--- src/rtl/sgtx_pkg.sv ---
package sgtx_pkg;

    // register select codes
    localparam logic [1:0] REG_CTRL = 2'd0;
    localparam logic [1:0] REG_STAT = 2'd1;
    localparam logic [1:0] REG_CUR  = 2'd2;
    localparam logic [1:0] REG_TAIL = 2'd3;

    // control and status bit positions
    localparam int CTL_RUN   = 0;
    localparam int CTL_TMODE = 1;
    localparam int CTL_RESET = 2;
    localparam int ST_HALT   = 0;
    localparam int ST_IDLE   = 1;

    // descriptor control / status fields
    localparam int LEN_W   = 23;
    localparam int DC_EOF  = 26;
    localparam int DC_SOF  = 27;
    localparam int DS_DONE = 31;

    // descriptor word offsets
    localparam int OFF_NEXT = 0;
    localparam int OFF_BUF  = 1;
    localparam int OFF_CTRL = 2;
    localparam int OFF_STAT = 3;
    localparam int OFF_APP  = 4;
    localparam int DESC_HDR_WORDS = 4;

    localparam logic [31:0] WB_VALUE = 32'h8000_0000;

    typedef enum logic [2:0] {
        S_STOP,
        S_DESC,
        S_APP_RD,
        S_APP_TX,
        S_LOAD,
        S_SEND,
        S_WB,
        S_ADV
    } walk_state_t;

endpackage

--- src/rtl/sgtx_regs.sv ---
module sgtx_regs
    import sgtx_pkg::*;
#(
    parameter int AW = 16
) (
    input  logic          clk,
    input  logic          rst_n,
    input  logic          wr_en,
    input  logic [1:0]    wr_addr,
    input  logic [31:0]   wr_data,
    input  logic [1:0]    rd_addr,
    output logic [31:0]   rd_data,
    input  logic          set_halted,
    input  logic          set_idle,
    input  logic          cur_load,
    input  logic [AW-1:0] cur_next,
    output logic          run,
    output logic          halted,
    output logic          idle,
    output logic [AW-1:0] cur_ptr,
    output logic [AW-1:0] tail_ptr,
    output logic          tail_wr,
    output logic          chan_rst
);

    localparam int PAD = 32 - AW;

    logic unused_wr_bits;
    assign unused_wr_bits = ^wr_data[31:AW];

    assign tail_wr  = wr_en && (wr_addr == REG_TAIL);
    assign chan_rst = wr_en && (wr_addr == REG_CTRL) && wr_data[CTL_RESET];

    always_ff @(posedge clk) begin
        if (!rst_n) begin
            run      <= 1'b0;
            halted   <= 1'b1;
            idle     <= 1'b0;
            cur_ptr  <= '0;
            tail_ptr <= '0;
        end else begin
            if (set_halted) halted <= 1'b1;
            if (set_idle)   idle   <= 1'b1;
            if (cur_load)   cur_ptr <= cur_next;
            if (wr_en) begin
                unique case (wr_addr)
                    REG_CTRL: begin
                        if (wr_data[CTL_RESET]) begin
                            run    <= 1'b0;
                            halted <= 1'b1;
                            idle   <= 1'b0;
                        end else begin
                            run <= wr_data[CTL_RUN];
                            if (wr_data[CTL_RUN]) begin
                                halted <= 1'b0;
                                idle   <= 1'b0;
                            end
                        end
                    end
                    REG_STAT: ;
                    REG_CUR: begin
                        if (!cur_load) cur_ptr <= wr_data[AW-1:0];
                    end
                    REG_TAIL: begin
                        tail_ptr <= wr_data[AW-1:0];
                        idle     <= 1'b0;
                    end
                endcase
            end
        end
    end

    always_comb begin
        rd_data = '0;
        unique case (rd_addr)
            REG_CTRL: begin
                rd_data[CTL_RUN]   = run;
                rd_data[CTL_TMODE] = 1'b1;
            end
            REG_STAT: begin
                rd_data[ST_HALT] = halted;
                rd_data[ST_IDLE] = idle;
            end
            REG_CUR:  rd_data = {{PAD{1'b0}}, cur_ptr};
            REG_TAIL: rd_data = {{PAD{1'b0}}, tail_ptr};
        endcase
    end

    // a channel reset write leaves the channel stopped and halted
    p_rst_halts_r10: assert property (@(posedge clk) disable iff (!rst_n)
        chan_rst |=> (halted && !run));

endmodule

--- src/rtl/sgtx_chunk_buf.sv ---
module sgtx_chunk_buf #(
    parameter int DEPTH = 4,
    parameter int W     = 32,
    localparam int IW   = (DEPTH > 1) ? $clog2(DEPTH) : 1
) (
    input  logic          clk,
    input  logic          wr_en,
    input  logic [IW-1:0] wr_idx,
    input  logic [W-1:0]  wr_data,
    input  logic [IW-1:0] rd_idx,
    output logic [W-1:0]  rd_data
);

    logic [DEPTH*W-1:0] flat;

    for (genvar i = 0; i < DEPTH; i++) begin : g_ent
        logic [W-1:0] q;
        always_ff @(posedge clk) begin
            if (wr_en && (wr_idx == IW'(i))) q <= wr_data;
        end
        assign flat[i*W +: W] = q;
    end

    assign rd_data = flat[rd_idx*W +: W];

endmodule

--- src/rtl/sgtx_walker.sv ---
module sgtx_walker
    import sgtx_pkg::*;
#(
    parameter int AW          = 16,
    parameter int APP_WORDS   = 5,
    parameter int CHUNK_WORDS = 4
) (
    input  logic          clk,
    input  logic          rst_n,
    input  logic          abort,
    input  logic          kick,
    input  logic          run,
    input  logic          halted,
    input  logic          idle,
    input  logic [AW-1:0] cur_ptr,
    input  logic [AW-1:0] tail_ptr,
    output logic          set_halted,
    output logic          set_idle,
    output logic          cur_load,
    output logic [AW-1:0] cur_next,
    output logic          mem_req,
    output logic          mem_we,
    output logic [AW-1:0] mem_addr,
    output logic [31:0]   mem_wdata,
    input  logic          mem_ack,
    input  logic [31:0]   mem_rdata,
    output logic          app_valid,
    output logic [31:0]   app_data,
    output logic          app_last,
    input  logic          app_ready,
    output logic          tx_valid,
    output logic [31:0]   tx_data,
    output logic          tx_last,
    input  logic          tx_ready,
    output logic          done
);

    localparam int IDX_MAX = (APP_WORDS > DESC_HDR_WORDS) ? APP_WORDS : DESC_HDR_WORDS;
    localparam int IDXW    = $clog2(IDX_MAX);
    localparam int CW      = $clog2(CHUNK_WORDS + 1);
    localparam int CIW     = (CHUNK_WORDS > 1) ? $clog2(CHUNK_WORDS) : 1;
    localparam logic [IDXW-1:0] HDR_LAST  = IDXW'(DESC_HDR_WORDS - 1);
    localparam logic [IDXW-1:0] APP_LAST  = IDXW'(APP_WORDS - 1);
    localparam logic [CW-1:0]   FILL_FULL = CW'(CHUNK_WORDS - 1);

    walk_state_t state, state_d;

    logic [IDXW-1:0]  idx;
    logic [AW-1:0]    d_next;
    logic [AW-1:0]    rd_addr;
    logic [LEN_W-1:0] remain;
    logic             d_sof, d_eof;
    logic [31:0]      app_hold;
    logic [CW-1:0]    fill, send_idx;
    logic             kick_q, done_q;
    logic [31:0]      buf_rd;

    logic mem_done, tx_fire, app_fire, chunk_end, start_ok, at_tail;

    assign mem_done  = mem_req && mem_ack;
    assign tx_fire   = tx_valid && tx_ready;
    assign app_fire  = app_valid && app_ready;
    assign chunk_end = (send_idx + CW'(1)) == fill;
    assign start_ok  = kick_q && run && !halted && !idle;
    assign at_tail   = (cur_ptr == tail_ptr);

    sgtx_chunk_buf #(.DEPTH(CHUNK_WORDS), .W(32)) u_buf (
        .clk     (clk),
        .wr_en   ((state == S_LOAD) && mem_done),
        .wr_idx  (fill[CIW-1:0]),
        .wr_data (mem_rdata),
        .rd_idx  (send_idx[CIW-1:0]),
        .rd_data (buf_rd)
    );

    // next-state logic
    always_comb begin
        state_d = state;
        unique case (state)
            S_STOP:   if (start_ok) state_d = S_DESC;
            S_DESC: begin
                if (mem_done && idx == HDR_LAST) begin
                    if (mem_rdata[DS_DONE])             state_d = S_STOP;
                    else if (d_sof && APP_WORDS > 0)    state_d = S_APP_RD;
                    else if (remain == '0)              state_d = S_WB;
                    else                                state_d = S_LOAD;
                end
            end
            S_APP_RD: if (mem_done) state_d = S_APP_TX;
            S_APP_TX: begin
                if (app_fire) begin
                    if (idx != APP_LAST)   state_d = S_APP_RD;
                    else if (remain == '0) state_d = S_WB;
                    else                   state_d = S_LOAD;
                end
            end
            S_LOAD: begin
                if (mem_done && (fill == FILL_FULL || remain == LEN_W'(1)))
                    state_d = S_SEND;
            end
            S_SEND: begin
                if (tx_fire && chunk_end)
                    state_d = (remain == '0) ? S_WB : S_LOAD;
            end
            S_WB:     if (mem_done) state_d = S_ADV;
            S_ADV:    state_d = (at_tail || !run) ? S_STOP : S_DESC;
        endcase
        if (abort) state_d = S_STOP;
    end

    // state register
    always_ff @(posedge clk) begin
        if (!rst_n) state <= S_STOP;
        else        state <= state_d;
    end

    // datapath registers
    always_ff @(posedge clk) begin
        if (!rst_n) begin
            idx      <= '0;
            d_next   <= '0;
            rd_addr  <= '0;
            remain   <= '0;
            d_sof    <= 1'b0;
            d_eof    <= 1'b0;
            app_hold <= '0;
            fill     <= '0;
            send_idx <= '0;
            kick_q   <= 1'b0;
            done_q   <= 1'b0;
        end else if (abort) begin
            idx      <= '0;
            fill     <= '0;
            send_idx <= '0;
            kick_q   <= 1'b0;
            done_q   <= 1'b0;
        end else begin
            done_q <= 1'b0;
            if (kick)                 kick_q <= 1'b1;
            else if (state == S_STOP) kick_q <= 1'b0;
            unique case (state)
                S_STOP: idx <= '0;
                S_DESC: begin
                    if (mem_done) begin
                        case (idx)
                            IDXW'(OFF_NEXT): d_next  <= mem_rdata[AW-1:0];
                            IDXW'(OFF_BUF):  rd_addr <= mem_rdata[AW-1:0];
                            IDXW'(OFF_CTRL): begin
                                remain <= mem_rdata[LEN_W-1:0];
                                d_sof  <= mem_rdata[DC_SOF];
                                d_eof  <= mem_rdata[DC_EOF];
                            end
                            default: ;
                        endcase
                        idx <= (idx == HDR_LAST) ? '0 : idx + IDXW'(1);
                    end
                end
                S_APP_RD: if (mem_done) app_hold <= mem_rdata;
                S_APP_TX: begin
                    if (app_fire) idx <= (idx == APP_LAST) ? '0 : idx + IDXW'(1);
                end
                S_LOAD: begin
                    if (mem_done) begin
                        fill    <= fill + CW'(1);
                        rd_addr <= rd_addr + AW'(1);
                        remain  <= remain - LEN_W'(1);
                    end
                end
                S_SEND: begin
                    if (tx_fire) begin
                        if (chunk_end) begin
                            send_idx <= '0;
                            fill     <= '0;
                        end else begin
                            send_idx <= send_idx + CW'(1);
                        end
                    end
                end
                S_WB:  if (mem_done && d_eof) done_q <= 1'b1;
                S_ADV: idx <= '0;
            endcase
        end
    end

    // outputs
    always_comb begin
        mem_req    = 1'b0;
        mem_we     = 1'b0;
        mem_addr   = '0;
        mem_wdata  = '0;
        app_valid  = 1'b0;
        tx_valid   = 1'b0;
        set_halted = 1'b0;
        set_idle   = 1'b0;
        cur_load   = 1'b0;
        unique case (state)
            S_STOP: ;
            S_DESC: begin
                mem_req    = 1'b1;
                mem_addr   = cur_ptr + AW'(idx);
                set_halted = mem_done && (idx == HDR_LAST) && mem_rdata[DS_DONE];
            end
            S_APP_RD: begin
                mem_req  = 1'b1;
                mem_addr = cur_ptr + AW'(OFF_APP) + AW'(idx);
            end
            S_APP_TX: app_valid = 1'b1;
            S_LOAD: begin
                mem_req  = 1'b1;
                mem_addr = rd_addr;
            end
            S_SEND: tx_valid = 1'b1;
            S_WB: begin
                mem_req   = 1'b1;
                mem_we    = 1'b1;
                mem_addr  = cur_ptr + AW'(OFF_STAT);
                mem_wdata = WB_VALUE;
            end
            S_ADV: begin
                cur_load = 1'b1;
                set_idle = at_tail;
            end
        endcase
    end

    assign cur_next = d_next;
    assign app_data = app_hold;
    assign app_last = (state == S_APP_TX) && (idx == APP_LAST);
    assign tx_data  = buf_rd;
    assign tx_last  = (state == S_SEND) && d_eof && (remain == '0) && chunk_end;
    assign done     = done_q;

    // a pending memory request keeps address and direction
    p_mem_hold_r11: assert property (@(posedge clk) disable iff (!rst_n)
        (mem_req && !mem_ack && !abort) |=> (mem_req && $stable(mem_addr) && $stable(mem_we)));

    // a stalled payload beat keeps its contents
    p_tx_hold_r11: assert property (@(posedge clk) disable iff (!rst_n)
        (tx_valid && !tx_ready && !abort) |=> (tx_valid && $stable(tx_data) && $stable(tx_last)));

    // a stalled sideband word keeps its contents
    p_app_hold_r4: assert property (@(posedge clk) disable iff (!rst_n)
        (app_valid && !app_ready && !abort) |=> (app_valid && $stable(app_data) && $stable(app_last)));

    // the completion pulse lasts one cycle
    p_done_single_r7: assert property (@(posedge clk) disable iff (!rst_n)
        done |=> !done);

endmodule

--- src/rtl/sgtx_engine.sv ---
module sgtx_engine
    import sgtx_pkg::*;
#(
    parameter int AW          = 16,
    parameter int APP_WORDS   = 5,
    parameter int CHUNK_WORDS = 4
) (
    input  logic          clk,
    input  logic          rst_n,
    input  logic          reg_wr_en,
    input  logic [1:0]    reg_wr_addr,
    input  logic [31:0]   reg_wr_data,
    input  logic [1:0]    reg_rd_addr,
    output logic [31:0]   reg_rd_data,
    output logic          mem_req,
    output logic          mem_we,
    output logic [AW-1:0] mem_addr,
    output logic [31:0]   mem_wdata,
    input  logic          mem_ack,
    input  logic [31:0]   mem_rdata,
    output logic          app_valid,
    output logic [31:0]   app_data,
    output logic          app_last,
    input  logic          app_ready,
    output logic          tx_valid,
    output logic [31:0]   tx_data,
    output logic          tx_last,
    input  logic          tx_ready,
    output logic          done_pulse
);

    logic          run, halted, idle, tail_wr, chan_rst;
    logic          set_halted, set_idle, cur_load;
    logic [AW-1:0] cur_ptr, tail_ptr, cur_next;

    sgtx_regs #(.AW(AW)) u_regs (
        .clk        (clk),
        .rst_n      (rst_n),
        .wr_en      (reg_wr_en),
        .wr_addr    (reg_wr_addr),
        .wr_data    (reg_wr_data),
        .rd_addr    (reg_rd_addr),
        .rd_data    (reg_rd_data),
        .set_halted (set_halted),
        .set_idle   (set_idle),
        .cur_load   (cur_load),
        .cur_next   (cur_next),
        .run        (run),
        .halted     (halted),
        .idle       (idle),
        .cur_ptr    (cur_ptr),
        .tail_ptr   (tail_ptr),
        .tail_wr    (tail_wr),
        .chan_rst   (chan_rst)
    );

    sgtx_walker #(
        .AW          (AW),
        .APP_WORDS   (APP_WORDS),
        .CHUNK_WORDS (CHUNK_WORDS)
    ) u_walker (
        .clk        (clk),
        .rst_n      (rst_n),
        .abort      (chan_rst),
        .kick       (tail_wr),
        .run        (run),
        .halted     (halted),
        .idle       (idle),
        .cur_ptr    (cur_ptr),
        .tail_ptr   (tail_ptr),
        .set_halted (set_halted),
        .set_idle   (set_idle),
        .cur_load   (cur_load),
        .cur_next   (cur_next),
        .mem_req    (mem_req),
        .mem_we     (mem_we),
        .mem_addr   (mem_addr),
        .mem_wdata  (mem_wdata),
        .mem_ack    (mem_ack),
        .mem_rdata  (mem_rdata),
        .app_valid  (app_valid),
        .app_data   (app_data),
        .app_last   (app_last),
        .app_ready  (app_ready),
        .tx_valid   (tx_valid),
        .tx_data    (tx_data),
        .tx_last    (tx_last),
        .tx_ready   (tx_ready),
        .done       (done_pulse)
    );

    // a halted channel issues no memory traffic
    p_halt_quiet_r3: assert property (@(posedge clk) disable iff (!rst_n)
        halted |-> !mem_req);

    // an idle channel issues no memory traffic
    p_idle_quiet_r8: assert property (@(posedge clk) disable iff (!rst_n)
        idle |-> !mem_req);

endmodule

--- config.mk ---
export PLATFORM = sky130hd
export DESIGN_NAME = sgtx_engine
export DESIGN_NICKNAME = d
export VERILOG_FILES = /design/src/rtl/sgtx_pkg.sv /design/src/rtl/sgtx_regs.sv /design/src/rtl/sgtx_chunk_buf.sv /design/src/rtl/sgtx_walker.sv /design/src/rtl/sgtx_engine.sv
export SDC_FILE = /design/constraint.sdc
export NUM_CORES = 1
export LEC_CHECK = 0
export BUFFER_PORTS_ARGS = -buffer_cell sky130_fd_sc_hd__buf_4
export CAP_MARGIN = 10
export CORE_MARGIN = 2
export CORE_UTILIZATION = 60
export CTS_BUF_LIST = sky130_fd_sc_hd__clkbuf_16
export DETAILED_ROUTE_END_ITERATION = 12
export GPL_TIMING_DRIVEN = 0
export PLACE_DENSITY_LB_ADDON = 0.3
export SYNTH_ARGS = -nofsm -noshare
export SYNTH_HDL_FRONTEND = slang
export SYNTH_SLANG_ARGS = --single-unit
--- constraint.sdc ---
create_clock -name clk -period 9.04 [get_ports clk]
set_input_delay 0 -clock clk [delete_from_list [all_inputs] [get_ports clk]]
set_output_delay 0 -clock clk [all_outputs]
set_load 0.05 [all_outputs]
# Word-level counts from Yosys, hierarchy flattened
# Cells that the tools add are included.
# Widths: inputs -> output; s select.
totals:
  register_bits: 266
  wordCells: 184
  inputBits: 74
classes:
  n_eq_ne: 37
  add_sub_neg: 9
  shift: 1
  bitwise: 3
  n_reduce_logical: 53
  mux: 60
ops:
  columns: ["cell", "n"]
  rows:
  - ["$shiftx 128x8->32", 1]
  - ["$mux 16", 7]
  - ["$mux 23", 3]
  - ["$pmux 16 s4", 1]
  - ["$mux 3", 18]
  - ["$pmux 23 s2", 1]
  - ["$add 16x3->16", 2]
  - ["$mux 32", 1]
  - ["$pmux 16 s2", 1]
  - ["$pmux 14 s2", 1]
  - ["$pmux 3 s8", 1]
  - ["$eq 23x1->1 const B", 1]
  - ["$logic_and 1x1->1", 23]
  - ["$logic_not 23->1", 1]
  - ["$sub 23x1->23 const B", 1]
  - ["$mux 1", 21]
  - ["$ne 2x1->1 const B", 10]
  - ["$add 16x1->16 const B", 1]
  - ["$add 16x2->16 const B", 1]
  - ["$add 16x3->16 const B", 1]
  - ["$eq 16x16->1", 1]
  - ["$eq 3x2->1 const B", 5]
  - ["$eq 3x3->1 const B", 5]
  - ["$eq 2x2->1 const B", 6]
  - ["26 further kinds", 49]

# Depth between registers and ports, before layout
# Gate-level depths: netlist of the first run.
depth:
  ltp_word: 12
  mapped_depth: 13
  mapped_depth_nobuf: 10

# Hierarchy
# From an unflattened synthesis of the first run, not the netlist that was laid out.
unflattened:
  hier_cells: 1288
  hier_area_um2: 13565.5
by_module_without_submodules:
  columns: ["mod", "n_inst", "seq_area_each_um2", "area_per_inst_um2", "cells_per_inst"]
  rows:
  - ["sgtx_walker", 1, 2062.0, 6697.7, 879]
  - ["sgtx_chunk_buf", 1, 3843.7, 4689.5, 171]
  - ["sgtx_regs", 1, 700.7, 2178.3, 238]

# Least setup slack after synthesis of the first run
# Ideal clock, no wire load.
synth_timing:
  kind: "register to output"
  start: "reg u_walker.state[1]"
  end: "out mem_addr[12]"
  setup_slack_ps: 5325
  path_stages_with_launch: 14
  required_time_ps: 9040
  arrival_time_ps: 3715
  n_path_buf: 3
  cell_sequence: "dfxtp_1 > clkbuf_1 > clkbuf_1 > clkbuf_1 > nand2_1 > o21ai_0 > ha_1 > inv_1 > fa_1 > nor2b_1 > o21ai_0 > nor2_1 > xnor2_1 > o21ai_0"
synth_between:
  elab_chain_len: 2
synth_rtl:
  columns: ["item", "line", "rtl"]
  rows:
  - ["start, declared", "sgtx_walker.sv:46", "walk_state_t state, state_d;"]
  - ["start signal, assigned", "sgtx_walker.sv:114", "else state <= state_d;"]
  - ["$eq 3x3->1 (tied with other cells)", "sgtx_walker.sv:196", "unique case (state)"]
  - ["$pmux 16 s4 *", "sgtx_walker.sv:196", null]
  - ["end, declared", "sgtx_engine.sv:17", "output logic [AW-1:0] mem_addr,"]
# Every way passes the cells marked *; elsewhere a longest branch is shown, timed or not.

# Worst setup path after layout of the first run
# Same ends and word-level chain as after synthesis.

==> results.yml, run 1 <==
cells_and_area:
  areaGrowthSynthToFinish_pct: 23.6
  drive_gt1_share_pct: 20.1
  multi_input_area_sq_mm: 0.00595
  layout_commonest_cell: "buf_4"
  nets: 1673
  final.fill_count: 1480
  final-seq-area_sq_mm: 0.00661
  final_cell_mix: "206 x buf_4, 187 x nand2_1, 138 x dfxtp_1"
sta:
  setup_viol: 0
  tightest_slew_ps: 983
  finalMaxSlewViolations: 0
  post-route-min-period_ps: 4680
  relSlewSlack_pct: 34.4
  final.setup_skew_ps: 9.89
  finalSetupTns_ps: 0
  fmax_ghz: 0.214
  hold_viol: 0
  hold_ws_ps: 7.69
  finalCritPeriodShare_pct: 51.7
  rsz0062_at_grt: "no"
die:
  pin_count: 225
  core_area_sq_mm: 0.0217
  num_rows: 54
  die_area_sq_mm: 0.0232
  initial_utilization_pct: 60.8
  die_x_microns: 152
  die_h_microns: 152
synthesis:
  yosysWarnings: 0
  ys_seq_area_share_pct: 50.1
  synth_cell_type_count: 84
  ys_ff_latch: 266
  synth_edf_count: 128
  ys_async_sr_fraction_pct: 0
  synth_flop_cell: "dfxtp_1"
  synth_area_sq_mm: 0.0132
  syn_inst: 1285
  synth.avg_cell_area_sq_um: 10.3
critical_path:
  crit_type: "flop to output port"
  r2r_end: "u_walker.u_buf.g_ent[0].q[29]"
  cp-end-kind: "output port"
  required_ps: 9040
  cp-start-kind: "flop"
  critPathMaxFanout: 10
  worstRegToRegCells: 6
  r2r_start: "u_walker.state[2]"
  rrSetupSlack_ps: 5370
  path_cells: "clkbuf_1 > clkbuf_1 > clkbuf_1 > nand2_1 > o21ai_0 > ha_1 > inv_1 > fa_1 > nor2b_1 > o21ai_0 > nor2_1 > xnor2_1 > o21ai_0 > buf_4"
  slowest_delay_ps: 480
  cp_data_arrival_time_ps: 4680
  cp_slowest_cell: "clkbuf_1"
clock_tree:
  numCtsBuffers: 28
  post_cts_buffers: 0
  htreeDepth: 1
  hold_buffers: 51
  cts_sinks: 266
  clk_pin_slew_ps: 60
  cts_tree: "done"
  cts.repair.resized: 0
  cts_buffer_depth: 3
  clk_latency_ps: 540
  root_buffer: "clkbuf_16"
hold_path:
  holdCritPathClass: "primary input to flop"
  hold_path_depth: 5
  holdPathEnd: "u_regs.idle"
  worstHoldStart: "reg_wr_addr[1]"
detailed_routing:
  drt_iter0_markers: 1155
  post_drt_via_cell_ratio: 6.04
  drcViolationCount: 0
  wl_microns: 38300
  dr_total_vias: 11300
  first_pass_iters: 6
  drtAntennaViolNets: 0
  wire_per_inst_microns: 20.4
power_and_ir_drop:
  powerDensity_mw_per_mm2: 158
  ir_drop_uv: 120
  power.leakage_nw: 6.31
placement:
  dp_hpwl_microns: 26200
  place_congestion: 0.965
  portBuffers: 158
global_route:
  grt_max_degree: 33
  gr-usage-all-layers_pct: 32.0
  antenna_found_initial: 0
  grt_pass1_vias: 10700
  gr-total-overflow: 0
  grt_pass1_wl_microns: 59400
run:
  drv_cap: 0
outcome:
  status: "completed"
[critical path: cells and delay by family, from the launching register on]
kind / cells / cell delay, ps
AOI/OAI and AO/OA: 3 / 930
xor gates and xnor gates: 1 / 70
adders and majority gates: 2 / 590
buffers and inverters: 5 / 1600
DFF: 1 / 360
and+or+nand+nor: 3 / 590
[cell usage after synthesis, types with 10 or more instances]
cell type    n  area, sq um
nor2_1      88          330
nand4_1     10         62.6
a311oi_1    17          149
nor4_1      12         75.1
a21oi_1    104          521
xor2_1      23          201
clkbuf_1    79          297
dfxtp_1    138         2760
nand2_1    187          702
o221ai_1    11         96.3
and3_1      11         68.8
nor3_1      21          105
mux4_2      33          743
o21ai_0     51          255
xnor2_1     13          114
inv_1       24         90.1
nand3_1     36          180
buf_4       48          360
nor2b_1     20          125
ha_1        27          338
mux2i_1     34          340
edfxtp_1   128         3840
[final cells by class]
cell class / instances / area share [%]
Clock buffer: 29 / 4.45
Buffer: 139 / 4.37
Sequential cell: 266 / 40.5
Tap cell: 280 / 2.15
Inverter: 26 / 0.598
Antenna cell: 1 / 0.0153
Clock inverter: 23 / 0.990
Multi-Input combinational cell: 900 / 36.5
Timing Repair Buffer: 209 / 10.4
[power breakdown]
group	leakage [nW]	internal (mW)	total (mW)	switching, mW
Clock	0.433	0.615	1.11	0.500
Combinational	3.62	0.0697	0.199	0.129
Sequential	2.26	1.27	1.27	0.00444
Total	6.31	1.95	2.58	0.634
[worst max-delay path by stage]
stage	start	end	depth (start not counted)
finish	u_walker.state[1]	mem_addr[12]	14
detailed placement	u_walker.state[1]	mem_addr[11]	12
CTS	u_walker.state[1]	mem_addr[11]	12
global route	u_walker.state[1]	mem_addr[11]	12
global placement	u_walker.state[2]	u_walker.u_buf.g_ent[0].q[11]	6
floorplan	u_walker.state[1]	mem_addr[12]	13
[cells by family after synthesis]
logic type / Yosys count / share of synthesized area (%)
adder cells (fa/ha/maj): 29 / 2.86
other: 1 / 0.0284
AO/OA/AOI/OAI: 272 / 13.4
multiplexers: 69 / 8.38
XOR/XNOR: 37 / 2.57
buffers and inverters: 165 / 6.14
AND/OR/NAND/NOR: 446 / 16.5
flip-flops: 266 / 50.1
[metrics by stage]
step / util, % / total power [mW] / instance area (sq um) / std cells / worst slack, ps
finish: 75.2 / 2.58 / 16300 / 1873 / 4360
global route: 75.2 / 2.64 / 16300 / 1872 / 4180
CTS: 75.2 / 2.58 / 16300 / 1872 / 4520
detailed placement: 68.7 / 1.47 / 14900 / 1769 / 5110
global placement: 68.7 / 1.47 / 14900 / 1769 / 4930
floorplan: - / 1.41 / 13400 / 1331 / 5330
[per-layer routing]
| metal | routed length [microns] | global-route usage, % |
|---|---|---|
| met1 | 15000 | 42.9 |
| met2 | 18300 | 53.2 |
| met3 | 3690 | 5.69 |
| met4 | 1230 | 10.3 |
| met5 | 0 | 0 |
[registers in the layout, summed over array words and instances, names as in the netlist]
register / count
u_regs.run: 1
u_walker.state: 3
u_walker.app_data: 32
u_regs.idle: 1
u_walker.d_sof: 1
u_walker.remain: 23
u_walker.idx: 3
u_regs.halted: 1
u_walker.done: 1
u_walker.send_idx: 3
u_walker.d_eof: 1
u_walker.fill: 3
u_regs.tail_ptr: 16
u_regs.cur_ptr: 16
u_walker.cur_next: 16
u_walker.u_buf.g_ent.q: 128
u_walker.kick_q: 1
u_walker.rd_addr: 16
Note: power is estimated with default switching activity, not from simulation.
==> run 2, diff against run 1 <==
--- a/config.mk
+++ b/config.mk
@@ -8,7 +8,7 @@
 export BUFFER_PORTS_ARGS = -buffer_cell sky130_fd_sc_hd__buf_4
 export CAP_MARGIN = 10
 export CORE_MARGIN = 2
-export CORE_UTILIZATION = 60
+export CORE_UTILIZATION = 51
 export CTS_BUF_LIST = sky130_fd_sc_hd__clkbuf_16
 export DETAILED_ROUTE_END_ITERATION = 12
 export GPL_TIMING_DRIVEN = 0
==> constraint.sdc (replaced) <==
create_clock -name clk -period 3.8 [get_ports clk]
set_input_delay 0 -clock clk [delete_from_list [all_inputs] [get_ports clk]]
set_output_delay 0 -clock clk [all_outputs]
set_load 0.05 [all_outputs]
==> run 2 against run 1 <==
First-iteration DRC count increased by 7.4%. Register-to-register slack got worse by 5100 ps. Clock power increased to 2.6 times the previous value. Via count decreased by 0.79%. Largest power group unchanged. Total power increased by 150%. Critical path depth decreased by 6. Clock skew increased by 3.1 ps. Hold slack improved by 22 ps. Die area increased by 17%. Non-clock buffer count decreased by 1. Clock-buffer cell count unchanged. Highest routed layer unchanged. Sequential cell count unchanged.
==> results.yml, run 2 (synthesis gave the netlist of run 1 again) <==
outcome:
  status: "completed"
cells_and_area:
  final_cell_mix: "207 x buf_4, 187 x nand2_1, 138 x dfxtp_1"
  utilization_pct: 65.5
  stdcell_count: 1923
  antennaDiodeCount: 0
  layout_commonest_cell: "buf_4"
  nets: 1673
  largest_reg_flops: 128
  largest_register: "u_walker.u_buf.g_ent.q"
  finish.instance_area_sq_mm: 0.0165
  final.fill_count: 1966
  areaGrowthSynthToFinish_pct: 25.3
  drive_gt1_share_pct: 20.8
  final-seq-area_sq_mm: 0.00661
  multi_input_area_sq_mm: 0.00598
critical_path:
  slowest_delay_ps: 540
  required_ps: 3800
  cp-end-kind: "output port"
  startpoint: "u_walker.state[2]"
  crit_path_end: "mem_addr[10]"
  worst-path-stages: 8
  critPathTopFamily: "buffers and inverters"
  cp_data_arrival_time_ps: 3660
  path_buf_inv: 5
  crit_type: "flop to output port"
  critPathMaxFanout: 19
  cp_slowest_cell: "clkbuf_1"
  r2r_start: "u_walker.state[2]"
  rrSetupSlack_ps: 260
  path_cells: "clkbuf_4 > nor3b_1 > buf_2 > clkbuf_1 > clkbuf_1 > nand2_1 > o221ai_1 > buf_4"
  worstRegToRegCells: 6
  worst_path_most_repeated_cell: "clkbuf_1"
  cp-start-kind: "flop"
  r2r_end: "u_walker.u_buf.g_ent[0].q[13]"
run:
  drv_cap: 0
global_route:
  gr-total-overflow: 0
  grt_pass1_wl_microns: 59100
  gr-usage-all-layers_pct: 28.3
  grt_max_degree: 33
  antenna_found_initial: 0
  grt_pass1_vias: 10600
sta:
  rsz0062_at_grt: "no"
  final.setup_skew_ps: 12.9
  setup_viol: 0
  finalCritPeriodShare_pct: 96.3
  tightest_slew_ps: 1170
  hold_ws_ps: 29.6
  relSlewSlack_pct: 21.7
  post-route-min-period_ps: 3660
  finalMaxSlewViolations: 0
  fmax_ghz: 0.273
  hold_viol: 0
detailed_routing:
  drcViolationCount: 0
  drtAntennaViolNets: 0
  first_pass_iters: 5
  wl_microns: 39200
  drt_iter0_markers: 1241
  dr_total_vias: 11200
  post_drt_via_cell_ratio: 5.84
  wire_per_inst_microns: 20.4
placement:
  portBuffers: 158
  dp_hpwl_microns: 27000
  dpl_cell_area_sq_mm: 0.0150
  dp_cells: 1819
  place_congestion: 0.953
clock_tree:
  post_cts_buffers: 0
  clk_latency_ps: 550
  cts_buffer_depth: 3
  root_buffer: "clkbuf_16"
  numCtsBuffers: 29
  cts_tree: "done"
  clk_pin_slew_ps: 60
  cts_sinks: 266
  htreeDepth: 1
power_and_ir_drop:
  powerDensity_mw_per_mm2: 389
  ir_drop_uv: 314
  power_mw: 6.43
  power.leakage_nw: 6.40
die:
  num_rows: 58
  die_h_microns: 165
  die_x_microns: 165
  initial_utilization_pct: 52.2
  die_area_sq_mm: 0.0272
  core_area_sq_mm: 0.0253
  pin_count: 225
hold_path:
  worstHoldStart: "reg_wr_addr[0]"
  holdCritPathClass: "primary input to flop"
-- run 2: cell count changes in the layout (fill, tap and decap cells not counted), moves of 3 or more --
cell	previous run	this run
clkbuf_1	79	72
bufinv_16	1	5
clkbuf_4	0	4
and3_2	5	2
and3_4	0	3
clkinv_2	4	7
o21ai_0	51	48
-- run 2: tightest hold or removal path, cell delays in order --
cell and delay (ps):
buf_4 110, inv_1 70, ha_1 130, nand3b_1 100, o211a_1 140
-- run 2: report_power, final --
group	leakage, nW	internal (mW)	switching, mW
clock network	0.496	1.74	1.19
registers	2.26	3.01	0.0105
logic	3.64	0.167	0.308
-- run 2: final cells by class --
type | instances | share of cell area [%]
sequential | 266 | 40.0
tap | 330 | 2.50
multi-input combinational | 900 | 36.2
inverter | 26 | 0.590
clock inverter | 25 | 1.62
clock buffer | 29 | 4.39
buffer | 137 | 4.42
timing repair buffer | 210 | 10.3
-- run 2: how the worst min path moves through the flow --
stage | endpoint | slack [ps] | cells after the start
after floorplan | u_walker.u_buf.g_ent[0].q[0] | 100 | 0
after global placement | u_walker.u_buf.g_ent[0].q[23] | 220 | 1
after detailed placement | u_walker.u_buf.g_ent[0].q[23] | 220 | 1
after CTS | u_regs.idle | 10 | 5
after global routing | u_regs.idle | 80 | 5
final | u_regs.idle | 30 | 5
-- run 2: stage by stage --
step	setup slack [ps]	TNS, ps
after floorplan	85.3	0
after global placement	-384	-37140
after detailed placement	-204	-959
after CTS	6.62	0
after global routing	13.5	0
final	140	0
-- run 2: per-layer routing --
metal,vias up,wire length [microns],track usage (%)
li1,5186,-,-
met1,5393,16200,37.9
met2,568,18600,46.9
met3,80,3100,4.14
met4,0,1310,10.2
met5,-,0,0
-- run 2: repair_timing --
| item | in CTS | in global routing |
|---|---|---|
| hold buffers | 52 | 0 |
| resized for setup | 13 | 16 |
| endpoints found under the setup margin | 15 | 108 |
| cloned | 0 | 0 |
| hold endpoints to repair | 251 | 0 |
